## config.mk

```make
export PLATFORM = sky130hd
export DESIGN_NAME = hib_seq
export DESIGN_NICKNAME = d
export VERILOG_FILES = /design/src/rtl/hib_pkg.sv /design/src/rtl/hib_sync.sv /design/src/rtl/hib_guard.sv /design/src/rtl/hib_wake_arb.sv /design/src/rtl/hib_seq.sv
export SDC_FILE = /design/constraint.sdc
export NUM_CORES = 1
export LEC_CHECK = 0
export BUFFER_PORTS_ARGS = -buffer_cell sky130_fd_sc_hd__buf_2
export CAP_MARGIN = 15
export CORE_MARGIN = 5
export CORE_UTILIZATION = 44
export DETAILED_ROUTE_END_ITERATION = 10
export PLACE_DENSITY_LB_ADDON = 0.12
export SYNTH_ARGS = -nofsm -noshare
export SYNTH_HDL_FRONTEND = slang
export SYNTH_SLANG_ARGS = --single-unit
```

## constraint.sdc

```tcl
create_clock -name clk -period 1.24 [get_ports clk]
set_clock_uncertainty 0.15 [all_clocks]
set_input_delay 0 -clock clk [delete_from_list [all_inputs] [get_ports clk]]
set_output_delay 0 -clock clk [all_outputs]
set_load 0.05 [all_outputs]
```

## src/rtl/hib_pkg.sv

```systemverilog
package hib_pkg;
  typedef enum logic [1:0] {
    ST_COLD   = 2'd0,
    ST_SLEEP  = 2'd1,
    ST_SETTLE = 2'd2,
    ST_RUN    = 2'd3
  } hib_state_e;

  localparam int SRC_N    = 4;
  localparam int SRC_BTN  = 0;
  localparam int SRC_TMR  = 1;
  localparam int SRC_CD   = 2;
  localparam int SRC_GPIO = 3;
endpackage

```

## src/rtl/hib_sync.sv

```systemverilog
module hib_sync #(
  parameter int W = 1
) (
  input  logic         clk,
  input  logic         rst_n,
  input  logic [W-1:0] d,
  output logic [W-1:0] q
);
  logic [W-1:0] meta_q;
  logic [W-1:0] stab_q;

  always_ff @(posedge clk or negedge rst_n) begin
    if (!rst_n) begin
      meta_q <= '0;
      stab_q <= '0;
    end else begin
      meta_q <= d;
      stab_q <= meta_q;
    end
  end

  assign q = stab_q;
endmodule

```

## src/rtl/hib_guard.sv

```systemverilog
module hib_guard #(
  parameter int GUARD = 3
) (
  input  logic clk,
  input  logic rst_n,
  output logic done
);
  localparam int GW = $clog2(GUARD + 1);
  localparam logic [GW-1:0] G_LAST = GW'(GUARD);

  logic [GW-1:0] cnt_q;
  logic [GW-1:0] cnt_d;
  logic          cnt_en;

  assign cnt_en = (cnt_q != G_LAST);

  always_comb begin
    cnt_d = cnt_q;
    if (cnt_en) cnt_d = cnt_q + 1'b1;
  end

  always_ff @(posedge clk or negedge rst_n) begin
    if (!rst_n)      cnt_q <= '0;
    else if (cnt_en) cnt_q <= cnt_d;
  end

  assign done = ~cnt_en;
endmodule

```

## src/rtl/hib_wake_arb.sv

```systemverilog
module hib_wake_arb
  import hib_pkg::*;
#(
  parameter int NGPIO = 8
) (
  input  logic [SRC_N-1:0] wake_en,
  input  logic             btn_ok,
  input  logic             tmr_s,
  input  logic             cd_s,
  input  logic [NGPIO-1:0] gpio_s,
  input  logic [NGPIO-1:0] gpio_mask,
  output logic [SRC_N-1:0] win,
  output logic             pending
);
  logic [SRC_N-1:0] raw;

  always_comb begin
    raw           = '0;
    raw[SRC_BTN]  = btn_ok;
    raw[SRC_TMR]  = tmr_s;
    raw[SRC_CD]   = cd_s;
    raw[SRC_GPIO] = |(gpio_s & gpio_mask);
    raw           = raw & wake_en;
  end

  // lowest index = highest priority: isolate the lowest set bit
  assign win     = raw & (~raw + 1'b1);
  assign pending = |raw;
endmodule

```

## src/rtl/hib_seq.sv

```systemverilog
module hib_seq
  import hib_pkg::*;
#(
  parameter int NGPIO    = 8,
  parameter int GUARD    = 3,
  parameter int RST_HOLD = 8
) (
  input  logic             clk,
  input  logic             rst_n,
  input  logic             hib_req,
  input  logic             pwr_btn,
  input  logic             tmr_irq,
  input  logic             cd_n,
  input  logic [NGPIO-1:0] gpio_irq,
  input  logic [NGPIO-1:0] gpio_wake_mask,
  input  logic [SRC_N-1:0] wake_en,
  input  logic             cause_clr,
  output logic             core_pwr_en,
  output logic             mem_pwr_en,
  output logic             sys_rst_n,
  output logic             bus_drive_low,
  output logic [SRC_N-1:0] wake_cause
);
  localparam int SW  = NGPIO + 3;
  localparam int HCW = $clog2(RST_HOLD + 1);
  localparam logic [HCW-1:0] HOLD_LAST = HCW'(RST_HOLD - 1);

  // synchronized wake inputs (carrier detect inverted to active high)
  logic [SW-1:0]    raw_in;
  logic [SW-1:0]    syn;
  logic             btn_s, tmr_s, cd_s;
  logic [NGPIO-1:0] gpio_s;

  assign raw_in = {gpio_irq, ~cd_n, tmr_irq, pwr_btn};

  hib_sync #(.W(SW)) u_sync (
    .clk  (clk),
    .rst_n(rst_n),
    .d    (raw_in),
    .q    (syn)
  );

  assign btn_s  = syn[0];
  assign tmr_s  = syn[1];
  assign cd_s   = syn[2];
  assign gpio_s = syn[SW-1:3];

  logic guard_done;
  logic btn_ok;

  hib_guard #(.GUARD(GUARD)) u_guard (
    .clk  (clk),
    .rst_n(rst_n),
    .done (guard_done)
  );

  assign btn_ok = btn_s & guard_done;

  logic [SRC_N-1:0] win;
  logic             pending;

  hib_wake_arb #(.NGPIO(NGPIO)) u_arb (
    .wake_en  (wake_en),
    .btn_ok   (btn_ok),
    .tmr_s    (tmr_s),
    .cd_s     (cd_s),
    .gpio_s   (gpio_s),
    .gpio_mask(gpio_wake_mask),
    .win      (win),
    .pending  (pending)
  );

  // sequencer state
  hib_state_e       state_q, state_d;
  logic [HCW-1:0]   hold_q, hold_d;
  logic             mem_q, mem_d;
  logic [SRC_N-1:0] cause_q, cause_d;
  logic             wake_now;

  assign wake_now = (state_q == ST_SLEEP) && pending;

  always_comb begin
    state_d = state_q;
    unique case (state_q)
      ST_COLD:   if (btn_ok)                 state_d = ST_SETTLE;
      ST_SLEEP:  if (pending)                state_d = ST_SETTLE;
      ST_SETTLE: if (hold_q == HOLD_LAST)    state_d = ST_RUN;
      ST_RUN:    if (hib_req && !pending)    state_d = ST_SLEEP;
      default:                               state_d = ST_COLD;
    endcase
  end

  always_comb begin
    hold_d = '0;
    if (state_q == ST_SETTLE) hold_d = hold_q + 1'b1;
  end

  always_comb begin
    mem_d = mem_q;
    if (state_q == ST_COLD && btn_ok) mem_d = 1'b1;
  end

  always_comb begin
    cause_d = cause_clr ? '0 : cause_q;
    if (wake_now) cause_d = cause_d | win;
  end

  always_ff @(posedge clk or negedge rst_n) begin
    if (!rst_n) begin
      state_q <= ST_COLD;
      hold_q  <= '0;
      mem_q   <= 1'b0;
      cause_q <= '0;
    end else begin
      state_q <= state_d;
      hold_q  <= hold_d;
      mem_q   <= mem_d;
      cause_q <= cause_d;
    end
  end

  assign core_pwr_en   = (state_q == ST_SETTLE) || (state_q == ST_RUN);
  assign sys_rst_n     = (state_q == ST_RUN);
  assign bus_drive_low = (state_q == ST_COLD) || (state_q == ST_SLEEP);
  assign mem_pwr_en    = mem_q;
  assign wake_cause    = cause_q;
endmodule

```

# --- Word-level counts from Yosys, hierarchy flattened ---
# Index checks and enable logic that the tools add are counted.
op_classes:
  n_addsub: 3
  eq_ne: 9
  muxes: 8
  bitwise: 8
  n_reduce_logical: 10
op_table:
  columns: ["cell", "n"]
  rows:
  - ["2-to-1 mux 4 bit", 3]
  - ["adder 4 x 1 -> 4 bit, second input constant", 2]
  - ["bitwise AND 4 bit", 2]
  - ["bitwise AND 8 bit", 1]
  - ["2-to-1 mux 2 bit", 4]
  - ["inequality test 2 bit, second input constant", 4]
  - ["one-hot mux 2 bit (4 select lines)", 1]
  - ["OR reduction 8 bit", 1]
  - ["== test 2 bit, second input constant", 2]
  - ["== test 4 x 3 -> 1 bit, second input constant", 1]
  - ["NOT 4 bit", 1]
  - ["OR 4 bit", 1]
  - ["AND reduction 4 bit", 1]
  - ["OR reduction 4 bit", 1]
  - ["logical AND 1 bit", 3]
  - ["adder 2 x 1 -> 2 bit, second input constant", 1]
  - ["== test 2 x 1 -> 1 bit, second input constant", 1]
  - ["logical NOT 2 bit", 1]
  - ["logical OR 1 bit", 2]
  - ["inequality test 2 x 1 -> 1 bit, second input constant", 1]
  - ["NOT 1 bit", 2]
  - ["bitwise AND 1 bit", 1]
  - ["logical NOT 1 bit", 1]
totals:
  reg_bits: 35
  in_bits: 27
  wordCells: 45

# --- Logic depth before layout (Yosys ltp) ---
# Gate-level depths: netlist of the first run.
logic_depth:
  depth_word: 9
  ltp_mapped: 5

# --- By module ---
# A second synthesis of the first run with hierarchy kept.
hier_totals:
  cells_unflattened: 84
  hier_area_um2: 1246.2
by_module_without_submodules:
  columns: ["mod", "n_inst", "cells_per_inst", "area_each_um2"]
  rows:
  - ["hib_sync", 1, 22, 550.5]
  - ["hib_seq", 1, 43, 503.0]
  - ["hib_guard", 1, 6, 98.8]
  - ["hib_wake_arb", 1, 13, 93.8]

# --- Least setup slack after synthesis of the first run ---
# No wires, ideal clock.
synth_path:
  kind: "flip-flop to output port"
  from: "register state_q[1]"
  to: "output sys_rst_n"
  t_arrival_ns: 1.288
  path_slack_ns: -0.198
  stages_incl_launch_ff: 3
  n_path_buf: 0
  path_cell_list: "dfrtp_1 -> inv_2 -> nor2_1"
synth_via:
  elab_chain_cells: 1
synth_rtl:
  columns: ["item", "line_no", "rtl"]
  rows:
  - ["from (decl)", "hib_seq.sv:74", "hib_state_e state_q, state_d;"]
  - ["from (signal assigned)", "hib_seq.sv:115", "state_q <= state_d;"]
  - ["== test 2 bit", "hib_seq.sv:123", "assign sys_rst_n = (state_q == ST_RUN);"]
  - ["to (decl)", "hib_seq.sv:20", "output logic sys_rst_n,"]
# No other way between the ends.

# --- Worst setup path in the final report of the first run ---
layout_path:
  from: "register u_guard.cnt_q[1]"
  to: "register state_q[0]"
layout_via:
  elab_chain_cells: 9
  word_cells_on_any_way: 11
  cone_classes: "4 x eq/ne; 3 x bitwise; 4 x reduce/logical"
layout_rtl:
  columns: ["item", "line_no", "rtl"]
  rows:
  - ["from (decl)", "hib_guard.sv:11", "logic [GW-1:0] cnt_q;"]
  - ["from (signal assigned)", "hib_guard.sv:24", "else if (cnt_en) cnt_q <= cnt_d;"]
  - ["inequality test 2 bit *", "hib_guard.sv:15", "assign cnt_en = (cnt_q != G_LAST);"]
  - ["NOT 1 bit *", "hib_guard.sv:27", "assign done = ~cnt_en;"]
  - ["bitwise AND 1 bit *", "hib_seq.sv:57", "assign btn_ok = btn_s & guard_done;"]
  - ["bitwise AND 4 bit", "hib_wake_arb.sv:23", "raw = raw & wake_en;"]
  - ["OR reduction 4 bit", "hib_wake_arb.sv:28", "assign pending = |raw;"]
  - ["logical NOT 1 bit", "hib_seq.sv:88", "ST_RUN: if (hib_req && !pending) state_d = ST_SLEEP;"]
  - ["logical AND 1 bit", "hib_seq.sv:88", null]
  - ["inequality test 2 x 1 -> 1 bit (no source line)", null, null]
  - ["AND reduction 4 bit (no source line) *", null, null]
# Mark *: on every way between the ends. The rest lies on a longest branch, timed or not.
# A chain may end at the register's enable or synchronous reset.

==> flow_metrics.tcl, run 1 <==
set metrics [dict create \
    outcome "complete, but fails checks" \
    violations "negative hold slack, negative setup slack" \
    grt_pass1_wl_um 3980 \
    syn_to_final_growth_pct 64.5 \
    max_freq_ghz 0.760 \
    crit_path_end_kind "register" \
    setup_ws_ps -75.0 \
    critPathArrivalTime_ps 1390 \
    grt_max_degree 20 \
    powerDensity_nw_per_um2 1450 \
    cts_inserted_buffers 5 \
    reg2reg_slack_ps -70 \
    critPathMaxStageDelay_ps 410 \
    hold_class "in2async" \
    place.gp.congestion 0.667 \
    cp_top_family "flip-flops" \
    synth.avg_cell_area_um2 14.4 \
    relSlewSlack_pct 75.4 \
    synthDominantCellAreaShare_pct 74.3 \
    gr-total-overflow 0 \
    slowest_stage "dfrtp_1" \
    first_iter_violations 14 \
    cp.required_ps 1320 \
    num_antenna_cells 0 \
    antenna_found_initial 0 \
    fillers 174 \
    htreeDepth 2 \
    clock_path_buffers 2 \
    total_power_mw 2.81 \
    synth_nets 111 \
    post-route-period-util_pct 106 \
    synth_top_cell_by_area "dfrtp_1" \
    synth_area_leaders "dfrtp_1 (74%), a22oi_1 (2.5%), ha_1 (2.1%)" \
    critPathMaxFanout 4 \
    drt_first_pass_iters 3 \
    die_x_um 61.8 \
    core-area_um2 2520 \
    crit_path_start_kind "register" \
    reg2reg_to "state_q[0]" \
    maxCapViolations 0 \
    ys_ff_latch 35 \
    synthesis.area_um2 1180 \
    die_y_um 61.8 \
    crit_chain "ha_4 -> nand3_2 -> and3_4 -> o221a_1" \
    multi_input_area_um2 352 \
    leakage_nw 0.903 \
    finalSetupTns_ps -155 \
    rsz0062_at_grt "true" \
    reg2reg_from "u_guard.cnt_q[1]" \
    layout-drive-gt1-share_pct 45.7 \
    vias_per_cell 4.76 \
    die-area_um2 3810 \
    synth_cells 82 \
    hpwl_um 1620 \
    synth_flop_cell "dfrtp_1" \
    grt_pass1_vias 908 \
    ff2ff_path_depth 4 \
    worstSkewPairLatency_ps 330 \
    grt_usage_pct 15.4 \
    min_period_ps 1310 \
    crit_type "reg2reg" \
    hold_ws_ps -39.1 \
    nNetsFinal 190 \
    ant_nets 0 \
    slew_viol_final 0 \
    critPathBufInv 0 \
    wl_um 2600 \
    yosys_warnings 0 \
    drc 0 \
    io_buffers 34 \
    cts_tree "done" \
    yosysUniqueCellTypes 25 \
    synth_edf_count 0 \
    regArea_um2 877 \
    synth_seq_area_share_pct 74.3 \
    vias 913 \
    initial_core_util_pct 46.7 \
    yosysMostFrequentCell "dfrtp_1" \
    clkTransAtPathRegs_ps 100 \
    cts_root_buf "clkbuf_4" \
    clock_sinks 35 \
    async_reset_ff_share_pct 100 \
    tightest_slew_ps 369 \
    rows 18 \
    finalSetupViolations 5 \
    netlist_top_cells_count "dfrtp_1 (35), inv_1 (6), nand2_1 (6)" \
    avgRoutedWirePerCell_um 13.5 \
    utilization_pct 76.9 \
    ios 35 \
    hold_viol 14 \
    peakVddDrop_v 0.00133 \
]
## layer usage
| layer | vias up | global-route usage [%] | wire length [um] |
|---|---|---|---|
| met4 | 0 | 8.48 | 70 |
| li1 | 444 | - | - |
| met5 | - | 0 | 0 |
| met3 | 9 | 5.79 | 165 |
| met2 | 26 | 24.7 | 1320 |
| met1 | 434 | 17.7 | 1050 |
## stage by stage
| stage | cell area, um2 | std cells | worst slack [ps] |
|---|---|---|---|
| 2_1_floorplan | 1190 | 82 | -33.8 |
| 3_3_place_gp | 1450 | 150 | -24.9 |
| 3_5_place_dp | 1450 | 150 | -67.6 |
| 4_1_cts | 1810 | 186 | -61.1 |
| 5_1_grt | 1940 | 192 | -96.5 |
| 6_report | 1940 | 192 | -75.0 |
## area by class of cell
cell class | count | share of cell area, %
multi-input cells | 39 | 18.1
repair buffers | 73 | 29.5
well taps | 30 | 1.94
inverters | 7 | 1.61
flip-flops and latches | 35 | 45.2
clock buffers | 8 | 3.55
## sequential cells by signal, summed over array words and instances, names as in the netlist
signal / flops
u_guard.cnt_q: 2
hold_q: 4
u_sync.meta_q: 11
u_sync.q: 11
state_q: 2
wake_cause: 4
mem_pwr_en: 1
## layout by cell type, fill, tap and decap left out, types with 2 or more instances in the layout
master,instances
a22oi_2,4
buf_2,31
buf_4,10
buf_6,2
buf_8,2
clkbuf_4,5
clkbuf_8,2
dfrtp_1,34
dlygate4sd3_1,27
inv_1,5
nand2_1,4
nand2_2,2
nand3_1,2
nand3_2,3
nor2_1,3
o22ai_2,2
xnor2_1,2
## timing repair
| item | 4_1_cts | 5_1_grt |
|---|---|---|
| hold endpoints to repair | 52 | 4 |
| gates resized for setup | 7 | 19 |
| hold buffers | 25 | 2 |
| pin swaps | 1 | 11 |
| setup endpoints to repair | 8 | 11 |
| setup buffers | 3 | 4 |
## how the worst max path moves through the flow
stage | start | endpoint | slack [ps] | cells past startpoint
finish | u_guard.cnt_q[1] | state_q[0] | -70 | 4
global route | u_guard.cnt_q[1] | state_q[0] | -100 | 4
CTS | u_guard.cnt_q[0] | state_q[0] | -60 | 4
detailed placement | u_guard.cnt_q[1] | state_q[0] | -70 | 4
global placement | u_guard.cnt_q[1] | state_q[0] | -20 | 4
floorplan | u_guard.cnt_q[0] | state_q[0] | -30 | 4
## cells by family after synthesis
logic type | synth area share (%)
compound gates | 9.13
xor+xnor | 2.23
fa+ha+maj | 2.12
buf+inv | 2.55
flops | 74.3
mux | 0.955
simple gates | 8.71
## power breakdown
part | switching, mW | leakage, nW | internal [mW] | total, mW
registers | 0.0807 | 0.414 | 1.27 | 1.35
logic | 0.426 | 0.450 | 0.351 | 0.777
clock network | 0.346 | 0.0386 | 0.334 | 0.679
total | 0.852 | 0.903 | 1.96 | 2.81
## worst reg2reg max path, stage by stage, from the launching register on
cell     delay [ps]
dfrtp_1         410
ha_4            170
nand3_2          80
and3_4          160
o221a_1         240
Note: power is estimated with default switching activity, not from simulation.
==> run 2: changes to the inputs <==
--- a/config.mk
+++ b/config.mk
@@ -7,7 +7,7 @@
 export LEC_CHECK = 0
 export BUFFER_PORTS_ARGS = -buffer_cell sky130_fd_sc_hd__buf_2
 export CAP_MARGIN = 15
-export CORE_MARGIN = 5
+export CORE_MARGIN = 3
 export CORE_UTILIZATION = 44
 export DETAILED_ROUTE_END_ITERATION = 10
 export PLACE_DENSITY_LB_ADDON = 0.12
==> flow_metrics.tcl, run 2 (synthesis results as in run 1) <==
set metrics [dict create \
    wl_um 2500 \
    drt_first_pass_iters 4 \
    finalSetupViolations 6 \
    crit_path_end_kind "register" \
    crit_type "reg2reg" \
    peakVddDrop_v 0.00120 \
    avgRoutedWirePerCell_um 12.9 \
    critPathMaxStageDelay_ps 420 \
    cts_tree "done" \
    syn_to_final_growth_pct 63.4 \
    nNetsFinal 192 \
    ant_nets 0 \
    grt_pass1_vias 985 \
    ios 35 \
    min_period_ps 1300 \
    rsz0062_at_grt "true" \
    cts_inserted_buffers 5 \
    antenna_found_initial 0 \
    finalSetupTns_ps -154 \
    hold_viol 0 \
    cp.required_ps 1340 \
    outcome "complete, but fails checks" \
    initial_core_util_pct 46.7 \
    first_iter_violations 23 \
    dp_slack_ps -56.9 \
    vias_per_cell 4.71 \
    core-area_um2 2520 \
    clkTransAtPathRegs_ps 100 \
    vias 913 \
    fillers 167 \
    max_freq_ghz 0.772 \
    grt_pass1_wl_um 4150 \
    powerDensity_nw_per_um2 1490 \
    drc 0 \
    utilization_pct 76.3 \
    tightest_slew_ps 254 \
    critPathArrivalTime_ps 1390 \
    finalInstanceArea_um2 1930 \
    htreeDepth 2 \
    crit_chain "ha_4 -> nand3_2 -> and3_4 -> nand3_1 -> o22ai_1" \
    critPathMaxFanout 5 \
    leakage_nw 0.909 \
    num_antenna_cells 0 \
    place.gp.congestion 0.715 \
    dpl_cell_area_um2 1450 \
    violations "negative setup slack" \
    gr-total-overflow 0 \
    hold_class "in2reg" \
    relSlewSlack_pct 83.2 \
    die_x_um 57.8 \
    clock_path_buffers 2 \
    post-route-period-util_pct 105 \
    setup_ws_ps -56.0 \
    rows 18 \
    maxCapViolations 0 \
    io_buffers 34 \
    grt_usage_pct 17.2 \
    hpwl_um 1530 \
    worstSkewPairLatency_ps 320 \
    final_cell_mix "dfrtp_1 (35), buf_2 (31), dlygate4sd3_1 (27), buf_4 (13), nand2_1 (6)" \
    clock_sinks 35 \
    slew_viol_final 0 \
    slowest_stage "dfrtp_1" \
    grt_max_degree 35 \
    die_y_um 57.8 \
    hold_ws_ps 19.9 \
    final_common_cell "dfrtp_1" \
    layout-drive-gt1-share_pct 42.7 \
    cts_root_buf "clkbuf_4" \
    crit_path_start_kind "register" \
    die-area_um2 3340 \
]
run 2: cell types whose count changed in the layout (fill, tap and decap cells not counted), sizes merged:
cell / previous run / this run
buf: 46 / 48
run 2: layer usage:
| metal | up-vias | share of wire, % | track usage [%] |
|---|---|---|---|
| li1 | 446 | - | - |
| met2 | 27 | 55 | 30.8 |
| met1 | 435 | 38 | 17.8 |
| met5 | - | 0 | 0 |
| met3 | 5 | 4.6 | 6.68 |
| met4 | 0 | 1.6 | 6.95 |
run 2: worst paths after layout:
path | from | endpoint | slack (ps) | cells past startpoint
max reg2reg | u_guard.cnt_q[1] | wake_cause[3] | -60 | 5
max | u_guard.cnt_q[1] | wake_cause[3] | -60 | 5
min | gpio_wake_mask[0] | state_q[0] | 20 | 5
min in group asynchronous | rst_n | hold_q[2] | 350 | 3
min reg2reg | u_sync.meta_q[4] | u_sync.q[4] | 200 | 0
max in group asynchronous | rst_n | u_sync.meta_q[2] | 180 | 4
run 2: power breakdown:
| part | total (mW) | internal, mW | switching (mW) |
|---|---|---|---|
| Combinational | 0.837 | 0.399 | 0.437 |
| Sequential | 1.35 | 1.27 | 0.0793 |
| Clock | 0.675 | 0.334 | 0.341 |
| Total | 2.86 | 2.00 | 0.858 |
run 2: what timing repair did:
item                       4_1_cts  5_1_grt
buffers inserted                 5        4
hold buffers                    27        0
gates cloned                     0        0
gates resized for setup          9        8
setup endpoints to repair        8       10
pin swaps                        3        5
hold endpoints to repair        52        0
run 2: area by class of cell:
class | count | area, um2 | share of cell area, %
clock buffers | 8 | 68.8 | 3.57
inverters | 7 | 28.8 | 1.49
well taps | 30 | 37.5 | 1.95
repair buffers | 75 | 577 | 30.0
flip-flops and latches | 35 | 876 | 45.5
multi-input cells | 39 | 338 | 17.5
run 2: stage by stage:
step | std cells | total power, mW
after detailed placement | 150 | 1.95
after global routing | 194 | 3.01
final | 194 | 2.86
after global placement | 150 | 1.93
after floorplan | 82 | 1.73
after CTS | 190 | 2.78
run 2: worst max-delay path, delay by kind of cell (launching register included):
family                   cells  cell delay, ps
AND/OR/NAND/NOR              3             340
flip-flops                   1             420
adder cells (fa/ha/maj)      1             180
AO/OA/AOI/OAI                1             120
